`src/rtl/cfgpair_pkg.sv`:
```
package cfgpair_pkg;

    localparam int BYTE_W = 8;
    localparam int ADDR_W = 2 * BYTE_W;

    localparam logic [BYTE_W-1:0] KEY_OPEN  = 8'h55;
    localparam logic [BYTE_W-1:0] KEY_CLOSE = 8'hAA;
    localparam logic [BYTE_W-1:0] IDLE_BYTE = 8'hFF;

    localparam logic [BYTE_W-1:0] IX_VEN_LO  = 8'hF1;
    localparam logic [BYTE_W-1:0] IX_VEN_HI  = 8'hF2;
    localparam logic [BYTE_W-1:0] IX_PRD_LO  = 8'hF3;
    localparam logic [BYTE_W-1:0] IX_PRD_HI  = 8'hF4;
    localparam logic [BYTE_W-1:0] IX_VER_LO  = 8'h20;
    localparam logic [BYTE_W-1:0] IX_VER_HI  = 8'h21;
    localparam logic [BYTE_W-1:0] IX_BASE_HI = 8'h60;
    localparam logic [BYTE_W-1:0] IX_BASE_LO = 8'h61;
    localparam logic [BYTE_W-1:0] IX_ACT     = 8'h30;

    typedef enum logic {
        PORT_INDEX = 1'b0,
        PORT_DATA  = 1'b1
    } port_e;

    typedef struct packed {
        logic [BYTE_W-1:0] hi;
        logic [BYTE_W-1:0] lo;
    } base_t;

    typedef struct packed {
        logic              wr;
        logic              rd;
        port_e             port;
        logic [BYTE_W-1:0] data;
    } bus_req_t;

    function automatic logic is_key(input logic [BYTE_W-1:0] b);
        return (b == KEY_OPEN) || (b == KEY_CLOSE);
    endfunction

endpackage

```
`src/rtl/cfgpair_gate.sv`:
```
module cfgpair_gate
    import cfgpair_pkg::*;
(
    input  logic              clk,
    input  logic              rst,
    input  logic              idx_wr,
    input  logic [BYTE_W-1:0] wdata,
    output logic              open_q,
    output logic [BYTE_W-1:0] index_q
);

    always_ff @(posedge clk) begin
        if (rst) begin
            open_q  <= 1'b0;
            index_q <= '0;
        end else if (idx_wr) begin
            if (wdata == KEY_OPEN) begin
                open_q <= 1'b1;
            end else if (wdata == KEY_CLOSE) begin
                open_q <= 1'b0;
            end else if (open_q) begin
                index_q <= wdata;
            end
        end
    end

endmodule

```
`src/rtl/cfgpair_regs.sv`:
```
module cfgpair_regs
    import cfgpair_pkg::*;
#(
    parameter logic [ADDR_W-1:0] VENDOR_ID  = 16'h15D1,
    parameter logic [ADDR_W-1:0] PRODUCT_ID = 16'h000B,
    parameter logic [ADDR_W-1:0] CHIP_VER   = 16'h0106
) (
    input  logic              clk,
    input  logic              rst,
    input  logic              dat_wr,
    input  logic [BYTE_W-1:0] index,
    input  logic [BYTE_W-1:0] wdata,
    output logic [BYTE_W-1:0] rd_byte,
    output base_t             base_q,
    output logic              active_q
);

    always_ff @(posedge clk) begin
        if (rst) begin
            base_q   <= '0;
            active_q <= 1'b0;
        end else if (dat_wr) begin
            unique case (index)
                IX_BASE_HI: base_q.hi <= wdata;
                IX_BASE_LO: base_q.lo <= wdata;
                IX_ACT:     active_q  <= wdata[0];
                default:    ;
            endcase
        end
    end

    always_comb begin
        unique case (index)
            IX_VEN_LO:  rd_byte = VENDOR_ID[BYTE_W-1:0];
            IX_VEN_HI:  rd_byte = VENDOR_ID[ADDR_W-1:BYTE_W];
            IX_PRD_LO:  rd_byte = PRODUCT_ID[BYTE_W-1:0];
            IX_PRD_HI:  rd_byte = PRODUCT_ID[ADDR_W-1:BYTE_W];
            IX_VER_LO:  rd_byte = CHIP_VER[BYTE_W-1:0];
            IX_VER_HI:  rd_byte = CHIP_VER[ADDR_W-1:BYTE_W];
            IX_BASE_HI: rd_byte = base_q.hi;
            IX_BASE_LO: rd_byte = base_q.lo;
            IX_ACT:     rd_byte = {{(BYTE_W-1){1'b0}}, active_q};
            default:    rd_byte = '0;
        endcase
    end

endmodule

```
`src/rtl/cfgpair_top.sv`:
```
module cfgpair_top
    import cfgpair_pkg::*;
#(
    parameter logic [15:0] VENDOR_ID  = 16'h15D1,
    parameter logic [15:0] PRODUCT_ID = 16'h000B,
    parameter logic [15:0] CHIP_VER   = 16'h0106
) (
    input  logic        clk,
    input  logic        rst,
    input  logic        wr_en,
    input  logic        rd_en,
    input  logic        port_sel,
    input  logic [7:0]  wdata,
    output logic [7:0]  rdata,
    output logic [15:0] base_addr,
    output logic        iface_active
);

    bus_req_t          req;
    logic              pair_open;
    logic [BYTE_W-1:0] cur_index;
    logic [BYTE_W-1:0] reg_byte;
    logic [BYTE_W-1:0] rd_next;
    base_t             base_q;

    assign req = '{wr: wr_en, rd: rd_en, port: port_e'(port_sel), data: wdata};

    cfgpair_gate u_gate (
        .clk     (clk),
        .rst     (rst),
        .idx_wr  (req.wr && req.port == PORT_INDEX),
        .wdata   (req.data),
        .open_q  (pair_open),
        .index_q (cur_index)
    );

    cfgpair_regs #(
        .VENDOR_ID  (VENDOR_ID),
        .PRODUCT_ID (PRODUCT_ID),
        .CHIP_VER   (CHIP_VER)
    ) u_regs (
        .clk      (clk),
        .rst      (rst),
        .dat_wr   (req.wr && req.port == PORT_DATA && pair_open),
        .index    (cur_index),
        .wdata    (req.data),
        .rd_byte  (reg_byte),
        .base_q   (base_q),
        .active_q (iface_active)
    );

    assign base_addr = base_q;

    always_comb begin
        if (!pair_open)
            rd_next = IDLE_BYTE;
        else if (req.port == PORT_INDEX)
            rd_next = cur_index;
        else
            rd_next = reg_byte;
    end

    always_ff @(posedge clk) begin
        if (rst)
            rdata <= '0;
        else if (req.rd)
            rdata <= rd_next;
    end

endmodule

```
`config.mk`:
```
export PLATFORM = sky130hd
export DESIGN_NAME = cfgpair_top
export DESIGN_NICKNAME = d
export VERILOG_FILES = /design/src/rtl/cfgpair_pkg.sv /design/src/rtl/cfgpair_gate.sv /design/src/rtl/cfgpair_regs.sv /design/src/rtl/cfgpair_top.sv
export SDC_FILE = /design/constraint.sdc
export NUM_CORES = 1
export LEC_CHECK = 0
export BUFFER_PORTS_ARGS = -buffer_cell sky130_fd_sc_hd__buf_2
export CAP_MARGIN = 5
export CELL_PAD_IN_SITES_DETAIL_PLACEMENT = 1
export CELL_PAD_IN_SITES_GLOBAL_PLACEMENT = 1
export CORE_ASPECT_RATIO = 1.5
export CORE_MARGIN = 1
export CORE_UTILIZATION = 34
export CTS_BUF_LIST = sky130_fd_sc_hd__clkbuf_8
export DETAILED_ROUTE_END_ITERATION = 6
export PLACE_DENSITY_LB_ADDON = 0.08
export SLEW_MARGIN = 20
export SYNTH_ARGS = -nofsm -noshare
export SYNTH_HDL_FRONTEND = slang
export SYNTH_SLANG_ARGS = --single-unit
export TNS_END_PERCENT = 30
```
`constraint.sdc`:
```
create_clock -name clk -period 2.55 [get_ports clk]
set_clock_uncertainty 0.05 [all_clocks]
set_input_delay 0.1275 -clock clk [delete_from_list [all_inputs] [get_ports clk]]
set_output_delay 0.1275 -clock clk [all_outputs]
set_load 0.01 [all_outputs]
```
==> summary.txt <==
Setup path
  • Crit path DAT: 2.19 ns
  • CP required: 2.65 ns
  • Largest fanout on the critical path: 16
  • CP endpoint kind: flip-flop
  • Critical path type: flip-flop to flip-flop
  • Startpoint Class: flip-flop

Power
  • Total power: 1.01 mW
  • Clk network pwr share: 40.1%
  • Switching power: 236 uW
  • P_leak: 0.895 nW
  • Combinational power share: 6.2%
  • Seq pwr share: 53.7%
  • PD cells: 504 nW/um^2
  • Max VDD drop: 0.312 mV
  • Int Pwr: 777 uW
  • Switch share: 23.3%

Synth
  • Synth warn: 0
  • Mapped cell area: 1720 sq um
  • Mux cell area share after synthesis: 16.3%
  • Syn nets: 206
  • Register area share after synthesis: 39.7%
  • Seq cells post-synth: 34
  • Avg Inst Size Synth: 8.89 sq um
  • Compound-Gate Fraction of Synth Area: 10.1%
  • Library cells used by synthesis: 40
  • Synth Area in XOR/XNOR: 0%
  • Synth Area in Simple Gates: 29.8%
  • Post-Synth Adder-Cell Area: 0%
  • Synthesized netlist cell count: 193
  • Largest family of logic cells by synthesized area: simple AND/OR/NAND/NOR gates

STA
  • Slew margin rel.: 50.4%
  • RSZ-0062 raised after global routing: no
  • Max-slew violation count: 0
  • Minimum clock period: 2.10 ns
  • Final Hold Fails: 0
  • Worst-Margin Slew: 0.743 ns
  • Setup TNS: 0 ns
  • Crit share post-route: 82.2%
  • Setup-failing EPs final: 0
  • Max Clk Rate: 0.477 GHz
  • Worst Slack Setup Final: 0.455 ns

Placement
  • Port bufs: 37
  • RePlAce Congestion: 0.842
  • HPWL after DPL: 3820 microns
  • Place WS: 0.453 ns

Global routing
  • Met2 usage: 34.7%
  • Vias in the first global route: 1,577
  • Total track usage: 20.4%
  • Global routing usage on met3: 3.76%
  • Met1 Use GR: 24.8%
  • First-pass GRT wire length: 8050 microns
  • Most used routing layer: met2
  • Antenna violations before repair: 0
  • GRT overflow: 0
  • Largest net degree at the start of global routing: 36

Final layout
  • Antenna cells: 0
  • FF+latch area: 681 sq um
  • Multi-input logic area: 963 sq um
  • Layout cell share with drive strength beyond 1: 21.5%
  • Layout area overhead: 17.2%
  • Final Util: 41.5%
  • Nets: 240
  • FILL cells: 611

Clock network
  • Sink Count: 34
  • Clock root cell: clkbuf_8
  • CTS tree: built
  • Clock latency on the worst-skew pair: 0.28 ns
  • CTS resizes: 0
  • H-tree depth: 2
  • Post-CTS Setup Inserts: 0
  • Clock Path Buffers: 2
  • CTS hold repair buffers: 0
  • CTS buffer count: 5
  • Worst-path clk slew: 0.07 ns

Floorplan
  • Die extent in y: 89.0 microns
  • Initial core utilization: 35.4%
  • Die W: 60.0 microns
  • Top Ports: 38
  • Placement row count: 31
  • Core Box Area: 4850 sq um
  • Die Area: 5340 sq um

Route
  • Routed WL per cell: 16.8 microns
  • Drt total wl: 4940 microns
  • Drc violations: 0
  • DR vias/cell: 5.36
  • Via count: 1,576
  • Post-route ant nets: 0
  • DRT iter0 DRCs: 39
  • TritonRoute pass-1 iters: 4

Worst hold path
  • Tightest Hold Check Type: input port to flip-flop

Job
  • Max Cap Violations: 0

Status
  • Outcome: complete, no violations
==> state kept, by name, summed over array words and instances, names as in the netlist <==
signal           flops
u_regs.base_q       16
rdata                8
u_gate.index_q       8
u_gate.open_q        1
u_regs.active_q      1
==> power groups by stage <==
stage / clock (mW) / sequential (mW) / combinational, mW
after global placement: 0 / 0.556 / 0.0632
final: 0.406 / 0.544 / 0.0629
after floorplan: 0 / 0.561 / 0.0264
after global routing: 0.435 / 0.545 / 0.0703
after CTS: 0.420 / 0.544 / 0.0641
after detailed placement: 0 / 0.556 / 0.0639
==> synthesized netlist by cell type, drive strengths merged <==
cell     count  share of area, %
and4bb       1              0.95
or3          1              0.36
dfxtp       34                40
mux2i       28                16
a2111oi      1              0.51
nor2b        4               1.5
o32ai        2               1.0
nand3        6               1.8
a31o         1              0.51
and3         1              0.36
a32oi        1              0.51
nor4bb       5               2.9
a21o         2              0.88
nor3         7               3.4
o211ai       1              0.44
nand2b       3               1.1
nor3b        1              0.44
and2         2              0.73
o21a         1              0.44
and4b        1              0.58
o2111ai      1              0.51
o311a        1              0.58
a221oi       3               1.5
clkbuf       3              0.66
a31oi        1              0.36
o21ai        3              0.88
inv          2              0.44
buf          7               3.1
a211oi       1              0.44
nor4         4               1.5
nor2        41               9.0
a21oi        5               1.5
nand2       14               3.5
nand4        4               1.8
==> worst paths after layout <==
check	slack, ns	startpoint	end	depth (start not counted)
worst max register to register	0.45	u_gate.index_q[0]	u_regs.base_q[5]	4
worst max-delay path	0.45	u_gate.index_q[0]	u_regs.base_q[5]	4
worst min-delay path	0.10	wdata[4]	u_regs.base_q[4]	3
worst min register to register	0.43	rdata[4]	rdata[4]	2
==> logic make-up (layout without fill, tap and decap cells) <==
family | Yosys count | in the layout
multiplexers | 28 | 28
flip-flops | 34 | 34
AND/OR/NAND/NOR | 95 | 95
buffers and inverters | 12 | 47
AO/OA/AOI/OAI | 24 | 24
==> per-layer routing <==
metal  vias up  share of wire (%)
met5         -                  0
met4         0                2.1
met3        10                3.8
met2        40                 52
met1       765                 42
li1        761                  -
==> worst max-delay path, cell delays in order, from the launching register on <==
cell and delay [ns]:
dfxtp_1 0.80, inv_1 0.17, or3_1 0.64, mux2i_1 0.23, nor2_1 0.05
==> cell type report <==
cell class                      instances  area share, %
Tap cell                               66           4.11
Multi-Input combinational cell        147           47.9
Sequential cell                        34           33.9
Clock buffer                            6           4.11
Timing Repair Buffer                   37           9.21
Clock inverter                          2          0.436
Inverter                                2          0.373
==> layout by cell type (no fill, tap or decap), drive strengths merged, types with 3 or more instances in the layout <==
cell,netlist,layout
nor2,41,41
buf,7,37
dfxtp,34,34
mux2i,28,28
nand2,14,14
nor3,7,7
nand3,6,6
clkbuf,3,6
nor4bb,5,5
a21oi,5,5
nor2b,4,4
nor4,4,4
nand4,4,4
inv,2,3
nand2b,3,3
a221oi,3,3
o21ai,3,3
==> metrics by stage <==
| step | std cells | hold WS (ns) | instance area, sq um |
|---|---|---|---|
| finish | 294 | 0.103 | 2010 |
| detailed placement | 286 | 0.395 | 1920 |
| CTS | 294 | 0.0955 | 2010 |
| global route | 294 | 0.127 | 2010 |
| floorplan | 193 | 0.221 | 1720 |
| global placement | 286 | 0.383 | 1920 |
Note: power is estimated with default switching activity, not from simulation.
